**src/rtl/pario_pkg.sv**
```systemverilog
// Shared types for the dual parallel port controller.
// Assumes an 8-bit control word whose low nibble carries the command code.
package pario_pkg;
    localparam int PARIO_DW = 8;
    localparam int PARIO_NP = 2;

    typedef enum logic [1:0] {
        PM_OUT   = 2'b00,
        PM_IN    = 2'b01,
        PM_BIDIR = 2'b10,
        PM_BIT   = 2'b11
    } pmode_t;
endpackage

```
**src/rtl/pario_ctrl.sv**
```systemverilog
// Control word decoder for one port.
// Holds the mode, the direction mask, the interrupt enable and the vector.
// The word that follows a bit-control mode word is always taken as the mask.
// The next-state values are also output, so that the port logic can act
// in the same cycle. Assumes DW >= 8.
module pario_ctrl
    import pario_pkg::*;
#(
    parameter int DW = PARIO_DW
) (
    input  logic          clk,
    input  logic          rst_n,
    input  logic          wr,
    input  logic [DW-1:0] wdata,
    output pmode_t        mode,
    output pmode_t        mode_nxt,
    output logic          mode_load,
    output logic [DW-1:0] mask,
    output logic [DW-1:0] vector,
    output logic          irq_en,
    output logic          irq_en_nxt
);
    localparam logic [3:0] CMD_MODE = 4'hF;
    localparam logic [3:0] CMD_IRQ  = 4'h7;

    logic   want_mask, want_mask_nxt;
    logic   mask_load, vec_load;
    pmode_t sel_mode;

    assign sel_mode = pmode_t'(wdata[DW-1:DW-2]);

    // Decode one control word into load strobes and next-state values.
    always_comb begin
        mode_load     = 1'b0;
        mode_nxt      = mode;
        irq_en_nxt    = irq_en;
        mask_load     = 1'b0;
        vec_load      = 1'b0;
        want_mask_nxt = want_mask;
        if (wr) begin
            if (want_mask) begin
                mask_load     = 1'b1;
                want_mask_nxt = 1'b0;
            end else if (wdata[3:0] == CMD_MODE) begin
                if (sel_mode != PM_BIDIR) begin
                    mode_load     = 1'b1;
                    mode_nxt      = sel_mode;
                    want_mask_nxt = (sel_mode == PM_BIT);
                end
            end else if (wdata[3:0] == CMD_IRQ) begin
                irq_en_nxt = wdata[DW-1];
            end else if (!wdata[0]) begin
                vec_load = 1'b1;
            end
        end
    end

    // Hold the port configuration registers.
    always_ff @(posedge clk) begin
        if (!rst_n) begin
            mode      <= PM_IN;
            mask      <= '1;
            vector    <= '0;
            irq_en    <= 1'b0;
            want_mask <= 1'b0;
        end else begin
            mode      <= mode_nxt;
            irq_en    <= irq_en_nxt;
            want_mask <= want_mask_nxt;
            if (mask_load) mask <= wdata;
            if (vec_load)  vector <= wdata;
        end
    end


    mask_not_cmd_chk: assert property (@(posedge clk) disable iff (!rst_n)
        (want_mask && wr) |=> (mode == $past(mode) && vector == $past(vector)
                               && irq_en == $past(irq_en) && mask == $past(wdata)));


    bidir_ignored_chk: assert property (@(posedge clk) disable iff (!rst_n)
        (wr && !want_mask && wdata[3:0] == CMD_MODE && wdata[DW-1:DW-2] == 2'b10)
        |=> mode == $past(mode));
endmodule

```
**src/rtl/pario_port.sv**
```systemverilog
// One parallel port: the data registers, pin drive, ready/strobe handshake
// and the pending flag. The strobe is assumed to be synchronous to clk;
// its rising edge is found against a registered copy. If a new event and
// an acknowledge fall in the same cycle, the new event wins.
module pario_port
    import pario_pkg::*;
#(
    parameter int DW = PARIO_DW
) (
    input  logic          clk,
    input  logic          rst_n,
    input  logic          data_wr,
    input  logic          data_rd,
    input  logic          ctrl_wr,
    input  logic [DW-1:0] wdata,
    input  logic          ack,
    input  logic [DW-1:0] pins_in,
    input  logic          stb,
    output logic [DW-1:0] pins_out,
    output logic [DW-1:0] pins_oe,
    output logic          rdy,
    output logic          pend,
    output logic [DW-1:0] rdata,
    output logic [DW-1:0] vector
);
    pmode_t        mode, mode_nxt;
    logic          mode_load;
    logic [DW-1:0] mask;
    logic          irq_en, irq_en_nxt;
    logic          stb_q, rise, event_set;
    logic [DW-1:0] out_reg, in_latch;

    pario_ctrl #(.DW(DW)) u_ctrl (
        .clk        (clk),
        .rst_n      (rst_n),
        .wr         (ctrl_wr),
        .wdata      (wdata),
        .mode       (mode),
        .mode_nxt   (mode_nxt),
        .mode_load  (mode_load),
        .mask       (mask),
        .vector     (vector),
        .irq_en     (irq_en),
        .irq_en_nxt (irq_en_nxt)
    );

    assign rise = stb & ~stb_q;
    assign event_set = rise && ((mode == PM_OUT && rdy) || mode == PM_IN);

    // Pick the per-pin drive enable from the mode.
    always_comb begin
        case (mode)
            PM_OUT:  pins_oe = '1;
            PM_BIT:  pins_oe = ~mask;
            default: pins_oe = '0;
        endcase
    end

    assign pins_out = out_reg & pins_oe;

    // Select what a data read returns for the current mode.
    always_comb begin
        case (mode)
            PM_OUT:  rdata = out_reg;
            PM_IN:   rdata = in_latch;
            PM_BIT:  rdata = (pins_in & mask) | (out_reg & ~mask);
            default: rdata = '0;
        endcase
    end

    // Data registers, the strobe edge history and the pending flag.
    always_ff @(posedge clk) begin
        if (!rst_n) begin
            stb_q    <= 1'b0;
            out_reg  <= '0;
            in_latch <= '0;
            pend     <= 1'b0;
        end else begin
            stb_q <= stb;
            if (data_wr) out_reg <= wdata;
            if (mode == PM_IN && rise) in_latch <= pins_in;
            pend <= irq_en_nxt & (event_set | (pend & ~ack));
        end
    end

    // Ready handshake per mode; a mode change sets the idle level.
    always_ff @(posedge clk) begin
        if (!rst_n) begin
            rdy <= 1'b1;
        end else if (mode_load) begin
            rdy <= (mode_nxt == PM_IN);
        end else begin
            case (mode)
                PM_OUT: begin
                    if (data_wr)   rdy <= 1'b1;
                    else if (rise) rdy <= 1'b0;
                end
                PM_IN: begin
                    if (rise)         rdy <= 1'b0;
                    else if (data_rd) rdy <= 1'b1;
                end
                default: rdy <= 1'b0;
            endcase
        end
    end


    out_hs_clear_chk: assert property (@(posedge clk) disable iff (!rst_n)
        (mode == PM_OUT && rise && rdy && !data_wr && !mode_load) |=> !rdy);


    in_capture_chk: assert property (@(posedge clk) disable iff (!rst_n)
        (mode == PM_IN && rise) |=> in_latch == $past(pins_in));


    pend_needs_en_chk: assert property (@(posedge clk) disable iff (!rst_n)
        !irq_en |-> !pend);


    ack_clears_chk: assert property (@(posedge clk) disable iff (!rst_n)
        (ack && !event_set) |=> !pend);


    bit_no_event_chk: assert property (@(posedge clk) disable iff (!rst_n)
        (mode == PM_BIT && !pend && !mode_load) |=> !pend);
endmodule

```
**src/rtl/pario_arb.sv**
```systemverilog
// Fixed-priority interrupt arbiter: the lowest index (Port A) wins.
// The grant is combinational and is only used during an acknowledge.
module pario_arb #(
    parameter int NP = 2
) (
    input  logic          clk,
    input  logic          rst_n,
    input  logic [NP-1:0] pend,
    output logic [NP-1:0] grant
);
    // Grant the first pending requester in index order.
    always_comb begin
        logic taken;
        taken = 1'b0;
        grant = '0;
        for (int i = 0; i < NP; i++) begin
            if (pend[i] && !taken) begin
                grant[i] = 1'b1;
                taken    = 1'b1;
            end
        end
    end


    grant_single_chk: assert property (@(posedge clk) disable iff (!rst_n)
        $onehot0(grant) && ((|pend) == (|grant)));
endmodule

```
**src/rtl/pario_dual.sv**
```systemverilog
// Top level: two parallel ports on a four-address I/O bus.
// Decodes the bus (bit 1 = port, bit 0 = control), muxes the read data
// and the acknowledge vector, and ORs the pending flags into irq.
// Assumes that bus_wr, bus_rd and int_ack are single-cycle and never
// asserted in the same cycle.
module pario_dual
    import pario_pkg::*;
#(
    parameter int DW = PARIO_DW
) (
    input  logic          clk,
    input  logic          rst_n,
    input  logic [1:0]    bus_addr,
    input  logic          bus_wr,
    input  logic          bus_rd,
    input  logic [DW-1:0] bus_wdata,
    output logic [DW-1:0] bus_rdata,
    input  logic          int_ack,
    output logic          irq,
    input  logic [DW-1:0] pa_in,
    output logic [DW-1:0] pa_out,
    output logic [DW-1:0] pa_oe,
    input  logic          pa_stb,
    output logic          pa_rdy,
    input  logic [DW-1:0] pb_in,
    output logic [DW-1:0] pb_out,
    output logic [DW-1:0] pb_oe,
    input  logic          pb_stb,
    output logic          pb_rdy
);
    localparam int NP = PARIO_NP;

    logic [DW-1:0] p_in   [NP];
    logic [DW-1:0] p_out  [NP];
    logic [DW-1:0] p_oe   [NP];
    logic [DW-1:0] p_rd   [NP];
    logic [DW-1:0] p_vec  [NP];
    logic [NP-1:0] p_stb, p_rdy, pend, grant;

    assign p_in[0]  = pa_in;
    assign p_in[1]  = pb_in;
    assign p_stb    = {pb_stb, pa_stb};
    assign pa_out   = p_out[0];
    assign pb_out   = p_out[1];
    assign pa_oe    = p_oe[0];
    assign pb_oe    = p_oe[1];
    assign pa_rdy   = p_rdy[0];
    assign pb_rdy   = p_rdy[1];

    for (genvar g = 0; g < NP; g++) begin : g_port
        logic sel;
        assign sel = (bus_addr[1] == g[0]);
        pario_port #(.DW(DW)) u_port (
            .clk      (clk),
            .rst_n    (rst_n),
            .data_wr  (bus_wr & sel & ~bus_addr[0]),
            .data_rd  (bus_rd & sel & ~bus_addr[0]),
            .ctrl_wr  (bus_wr & sel &  bus_addr[0]),
            .wdata    (bus_wdata),
            .ack      (int_ack & grant[g]),
            .pins_in  (p_in[g]),
            .stb      (p_stb[g]),
            .pins_out (p_out[g]),
            .pins_oe  (p_oe[g]),
            .rdy      (p_rdy[g]),
            .pend     (pend[g]),
            .rdata    (p_rd[g]),
            .vector   (p_vec[g])
        );
    end

    pario_arb #(.NP(NP)) u_arb (
        .clk   (clk),
        .rst_n (rst_n),
        .pend  (pend),
        .grant (grant)
    );

    assign irq = |pend;

    // Drive the vector during acknowledge, else the addressed data register.
    always_comb begin
        bus_rdata = '0;
        if (int_ack) begin
            for (int i = 0; i < NP; i++)
                if (grant[i]) bus_rdata = p_vec[i];
        end else if (bus_rd && !bus_addr[0]) begin
            bus_rdata = p_rd[bus_addr[1]];
        end
    end


    ctrl_read_zero_chk: assert property (@(posedge clk) disable iff (!rst_n)
        (bus_rd && bus_addr[0] && !int_ack) |-> bus_rdata == '0);


    ack_prio_a_chk: assert property (@(posedge clk) disable iff (!rst_n)
        (int_ack && pend[0]) |-> bus_rdata == p_vec[0]);


    ack_b_chk: assert property (@(posedge clk) disable iff (!rst_n)
        (int_ack && !pend[0] && pend[1]) |-> bus_rdata == p_vec[1]);
endmodule

```
**config.mk**
```make
export PLATFORM = sky130hd
export DESIGN_NAME = pario_dual
export DESIGN_NICKNAME = d
export VERILOG_FILES = /design/src/rtl/pario_pkg.sv /design/src/rtl/pario_ctrl.sv /design/src/rtl/pario_port.sv /design/src/rtl/pario_arb.sv /design/src/rtl/pario_dual.sv
export SDC_FILE = /design/constraint.sdc
export NUM_CORES = 1
export LEC_CHECK = 0
export ABC_CLOCK_PERIOD_IN_PS = 2100
export BUFFER_PORTS_ARGS = -buffer_cell sky130_fd_sc_hd__buf_4
export CAP_MARGIN = 25
export CORE_ASPECT_RATIO = 1.5
export CORE_MARGIN = 2
export CORE_UTILIZATION = 51
export DETAILED_ROUTE_END_ITERATION = 10
export PLACE_DENSITY_LB_ADDON = 0.08
export SLEW_MARGIN = 20
export SYNTH_ARGS = -nofsm -noshare
export SYNTH_HDL_FRONTEND = slang
export SYNTH_HIERARCHICAL = 1
export SYNTH_SLANG_ARGS = --single-unit
```
**constraint.sdc**
```tcl
create_clock -name clk -period 2.1 [get_ports clk]
set_input_delay 0.42 -clock clk [delete_from_list [all_inputs] [get_ports clk]]
set_output_delay 0.42 -clock clk [all_outputs]
set_load 0.02 [all_outputs]
```
# Word-level counts from Yosys, hierarchy flattened
# Index checks and enable logic that the tools add are counted.
[totals] ff_bits=78 inputBits=33 elab_cells=151
[op_classes] magnitude_cmp=1 n_eq_ne=14 muxes=62 n_bitwise=37 reduce_logical=17
[ops] cell="$mux W8" n=7
[ops] cell="$and A8 B8 Y8" n=6
[ops] cell="$pmux W8 S3" n=2
[ops] cell="$mux W1" n=41
[ops] cell="$pmux W8 S2" n=2
[ops] cell="$and A1 B1 Y1" n=18
[ops] cell="$mux W2" n=8
[ops] cell="$ne A4 B1 Y1 const B" n=4
[ops] cell="$not A8 Y8" n=2
[ops] cell="$or A8 B8 Y8" n=2
[ops] cell="$eq A2 B1 Y1 const B" n=4
[ops] cell="$logic_and A1 B1 Y1" n=8
[ops] cell="$eq A2 B2 Y1 const B" n=3
[ops] cell="$not A1 Y1" n=6
[ops] cell="$eq A4 B3 Y1 const B" n=1
[ops] cell="$eq A4 B4 Y1 const B" n=1
[ops] cell="$logic_not A2 Y1" n=2
[ops] cell="$pmux W1 S2" n=2
[ops] cell="$reduce_and A2 Y1" n=2
[ops] cell="$ge A2 B2 Y1 const B" n=1
[ops] cell="$logic_not A1 Y1" n=2
[ops] cell="$logic_or A1 B1 Y1" n=2
[ops] cell="$ne A2 B2 Y1 const B" n=1
[ops] cell="$not A1 Y2" n=1
[ops] cell="other kinds (2)" n=3

# Depth between registers and ports, before layout
[logic_depth] word_depth=9 ltp_mapped=10 depth_no_buf=9

# By module
# Netlist, hierarchy kept.
[modules_own_cells] module="pario_ctrl" n_inst=2 cells_each=88 area_per_inst_um2=810.8
[modules_own_cells] module="pario_port at g_port[0].u_port" n_inst=1 cells_each=151 area_per_inst_um2=1203.7
[modules_own_cells] module="pario_port at g_port[1].u_port" n_inst=1 cells_each=151 area_per_inst_um2=1198.6
[modules_own_cells] module="pario_dual" n_inst=1 cells_each=51 area_per_inst_um2=347.8
[modules_own_cells] module="pario_arb" n_inst=1 cells_each=2 area_per_inst_um2=21.3

# Least setup slack after synthesis
# OpenSTA, ideal clock, no wires.
[synth_path] path_type="register -> output" startpoint="register g_port[1].u_port.u_ctrl.mode[0]" endpoint="output port bus_rdata[3]" arrival_ns=1.607 t_required_ns=1.680 setup_slack_ns=0.073 path_stages_with_launch=8 path_cell_list="dfxtp_1 > ha_1 > buf_6 > a21oi_1 > nand2b_1 > a21oi_1 > mux2i_1 > o221ai_1"
[synth_rtl] element="start, declared" line_no="pario_ctrl.sv:15" text="output pmode_t mode,"
[synth_rtl] element="start signal, assigned" line_no="pario_ctrl.sv:67" text="mode <= mode_nxt;"
[synth_rtl] element="end, declared" line_no="pario_dual.sv:17" text="output logic [DW-1:0] bus_rdata,"

==> results.py <==
metrics = {
    "yosys": {
        "synth_cell_type_count": 46,
        "synth_mux_area_frac": 0.107,
        "ys_seq_area_frac": 0.355,
        "synth_warnings": 6,
        "synth_flop_cell": "dfxtp_1",
        "yosysTopAreaCell": "dfxtp_1",
        "synth_area_per_cell_um2": 8.27,
        "yosysTopAreaCellShare": 0.355,
        "synth_edf_count": 0,
        "synth_compound_area_frac": 0.135,
        "syn-num-nets": 576,
        "synthSimpleGateAreaFrac": 0.304,
        "synth-seq-cells": 78,
        "netlist_top_cells_area": "dfxtp_1 36%, mux2i_1 9.1%, nand2_1 6.4%, nor2b_1 5.1%, nand3_1 4.8%",
        "synth-xor-area-share": 0,
        "synthCells": 531,
        "synth_area_um2": 4390,
        "yosys.area_share.adder": 0.0342,
        "synth_top_family_by_area": "simple AND/OR/NAND/NOR gates",
        "synthArstFlopShare": 0,
    },
    "worst_setup_path": {
        "slowest_stage": "dfxtp_4",
        "end_kind": "output port",
        "crit_family": "buffers and inverters",
        "max_stage_delay_ns": 0.39,
        "cp.buffers_inverters": 4,
        "path_common_cell": "buf_4",
        "start_kind": "register",
        "crit_arrival_ns": 2.09,
        "crit_chain": "inv_6, ha_4, buf_4, buf_6, a21oi_4, nand2b_4, a21oi_2, mux2i_2, o221ai_1, buf_4",
        "worstPathMaxFanout": 7,
        "critPathKind": "reg2out",
        "cp.required_ns": 1.68,
    },
    "power_and_ir_drop": {
        "irDropWorstVdd_uv": 635,
        "leakagePower_nw": 2.69,
        "power.total_mw": 3.46,
        "power_density_nw_per_um2": 543,
    },
    "clocking": {
        "insertion_delay_ns": 0.34,
        "cts_buffer_depth": 2,
        "cts_tree": "done",
        "path_clk_slew_ns": 0.06,
        "htree_levels": 3,
        "clock_sinks": 78,
        "cts_root_buf": "clkbuf_16",
        "cts_buffers": 9,
    },
    "cells_and_area": {
        "finalNetCount": 709,
        "layout_common_cells": "116 x buf_4, 75 x nand2_1, 73 x dfxtp_1",
        "areaGrowthSynthToFinish_pct": 44.9,
        "stdcell_area_um2": 6370,
        "mostFrequentLayoutCell": "buf_4",
        "antenna_cells": 0,
        "drive_above_1_share": 0.389,
    },
    "global_routing": {
        "antenna_found_initial": 0,
        "grt_pass1_vias": 4481,
        "grt_max_degree": 36,
        "grt_pass1_wl_um": 21800,
        "grt_use_total": 0.300,
        "grt-ovfl-total": 0,
    },
    "route": {
        "wl_per_cell_um": 18.5,
        "viasPerCell": 5.73,
        "vias": 4450,
        "drc": 0,
        "dr.pass1.iters": 4,
        "routed_wirelength_um": 14400,
        "drt_iter0_markers": 309,
        "ant_nets": 0,
    },
    "placement": {
        "port_buffers": 75,
        "post_dp_cell_area_um2": 5360,
        "gp_congestion": 0.860,
        "dp_hpwl_um": 9520,
    },
    "sta": {
        "worst_pin_slew_ns": 0.437,
        "max_slew_margin": 0.707,
        "final.min_clock_period_ns": 2.51,
        "layout_setup_ws_ns": -0.408,
        "drv_slew": 0,
        "fin_hold_ws_ns": 0.288,
        "grt_setup_unrepaired": "yes",
        "final_hold_viol_count": 0,
        "fmax_mhz": 399,
        "min_period_over_period": 1.19,
        "skew_ns": 0.00634,
        "setup_viol": 20,
    },
    "run": {
        "drv_cap": 0,
    },
    "floorplan": {
        "fp-row-count": 41,
        "ios": 76,
        "core_area_um2": 8410,
        "start_util": 0.522,
        "fp.dieH_um": 118,
        "dieArea_um2": 9390,
        "chipWidth_um": 79.8,
    },
    "run_status": {
        "status": "finished, violations left",
        "violations": "setup timing",
    },
    "min_path": {
        "hold_class": "in2reg",
    },
}
## where the power goes
group	leakage [nW]	internal (mW)	total, mW	switching [mW]
Sequential	0.635	1.51	1.55	0.0306
Clock	0.143	0.913	1.53	0.619
Combinational	1.92	0.174	0.383	0.209
Total	2.69	2.60	3.46	0.858
## path summary, 6_finish.rpt
check	from	endpoint	slack (ns)	cells after the start
max	g_port[1].u_port/u_ctrl/mode[1]	bus_rdata[1]	-0.41	10
min	pa_stb	g_port[0].u_port/stb_q	0.29	2
max reg2reg	g_port[1].u_port/u_ctrl/mode[1]	g_port[1].u_port/rdy	0.32	10
min reg2reg	g_port[1].u_port/u_ctrl/vector[0]	g_port[1].u_port/u_ctrl/vector[0]	0.44	2
## stage by stage
step	std cells	setup WS, ns	util	TNS [ns]
2_1_floorplan	531	0.0729	-	0
3_3_place_gp	741	-0.171	0.637	-1.08
3_5_place_dp	741	-0.248	0.637	-1.32
4_1_cts	766	-0.328	0.713	-2.50
5_1_grt	776	-0.464	0.757	-5.22
6_report	776	-0.408	0.757	-4.00
## synthesized netlist by cell type (10+ instances only)
cell      number
a21boi_1      16
a21oi_1       35
a32oi_1       13
and2_1        22
buf_2         10
clkbuf_1      10
dfxtp_1       78
ha_1          12
inv_1         22
mux2i_1       40
nand2_1       75
nand2b_1      14
nand3_1       42
nor2_1        29
nor2b_1       36
## layout make-up
class,count,area [µm²]
clock buffer,11,233
inverter,22,92.6
tap,107,134
multi-input combinational,398,2960
timing repair buffer,155,1320
sequential,78,1580
fill,606,2050
clock inverter,5,50.0
## worst reg2reg max path, delay by kind of cell, from the launching register on
family,cells,cell delay [ns]
flip-flops,1,0.39
buffers and inverters,5,0.53
AND/OR/NAND/NOR,2,0.33
AO/OA/AOI/OAI,2,0.22
adder cells (fa/ha/maj),1,0.19
## routing by layer
| layer | wire length, µm | track usage | up-vias |
|---|---|---|---|
| met5 | 0 | 0 | - |
| met4 | 481 | 0.141 | 0 |
| met3 | 747 | 0.0575 | 34 |
| met2 | 7540 | 0.528 | 187 |
| met1 | 5610 | 0.340 | 2135 |
| li1 | - | - | 2094 |
## cell families after synthesis
group / after synthesis
and+or+nand+nor: 254
AOI/OAI and AO/OA: 87
DFF: 78
buffers and inverters: 55
muxes: 45
adders and majority gates: 12
## timing repair
item | CTS | global route
pin swaps | 26 | 21
hold buffers | 0 | 0
buffers inserted | 10 | 12
gates resized for setup | 77 | 69
endpoints found under the setup margin | 34 | 27
gates cloned | 1 | 0
No activity file was read; power rests on OpenSTA's default activity.
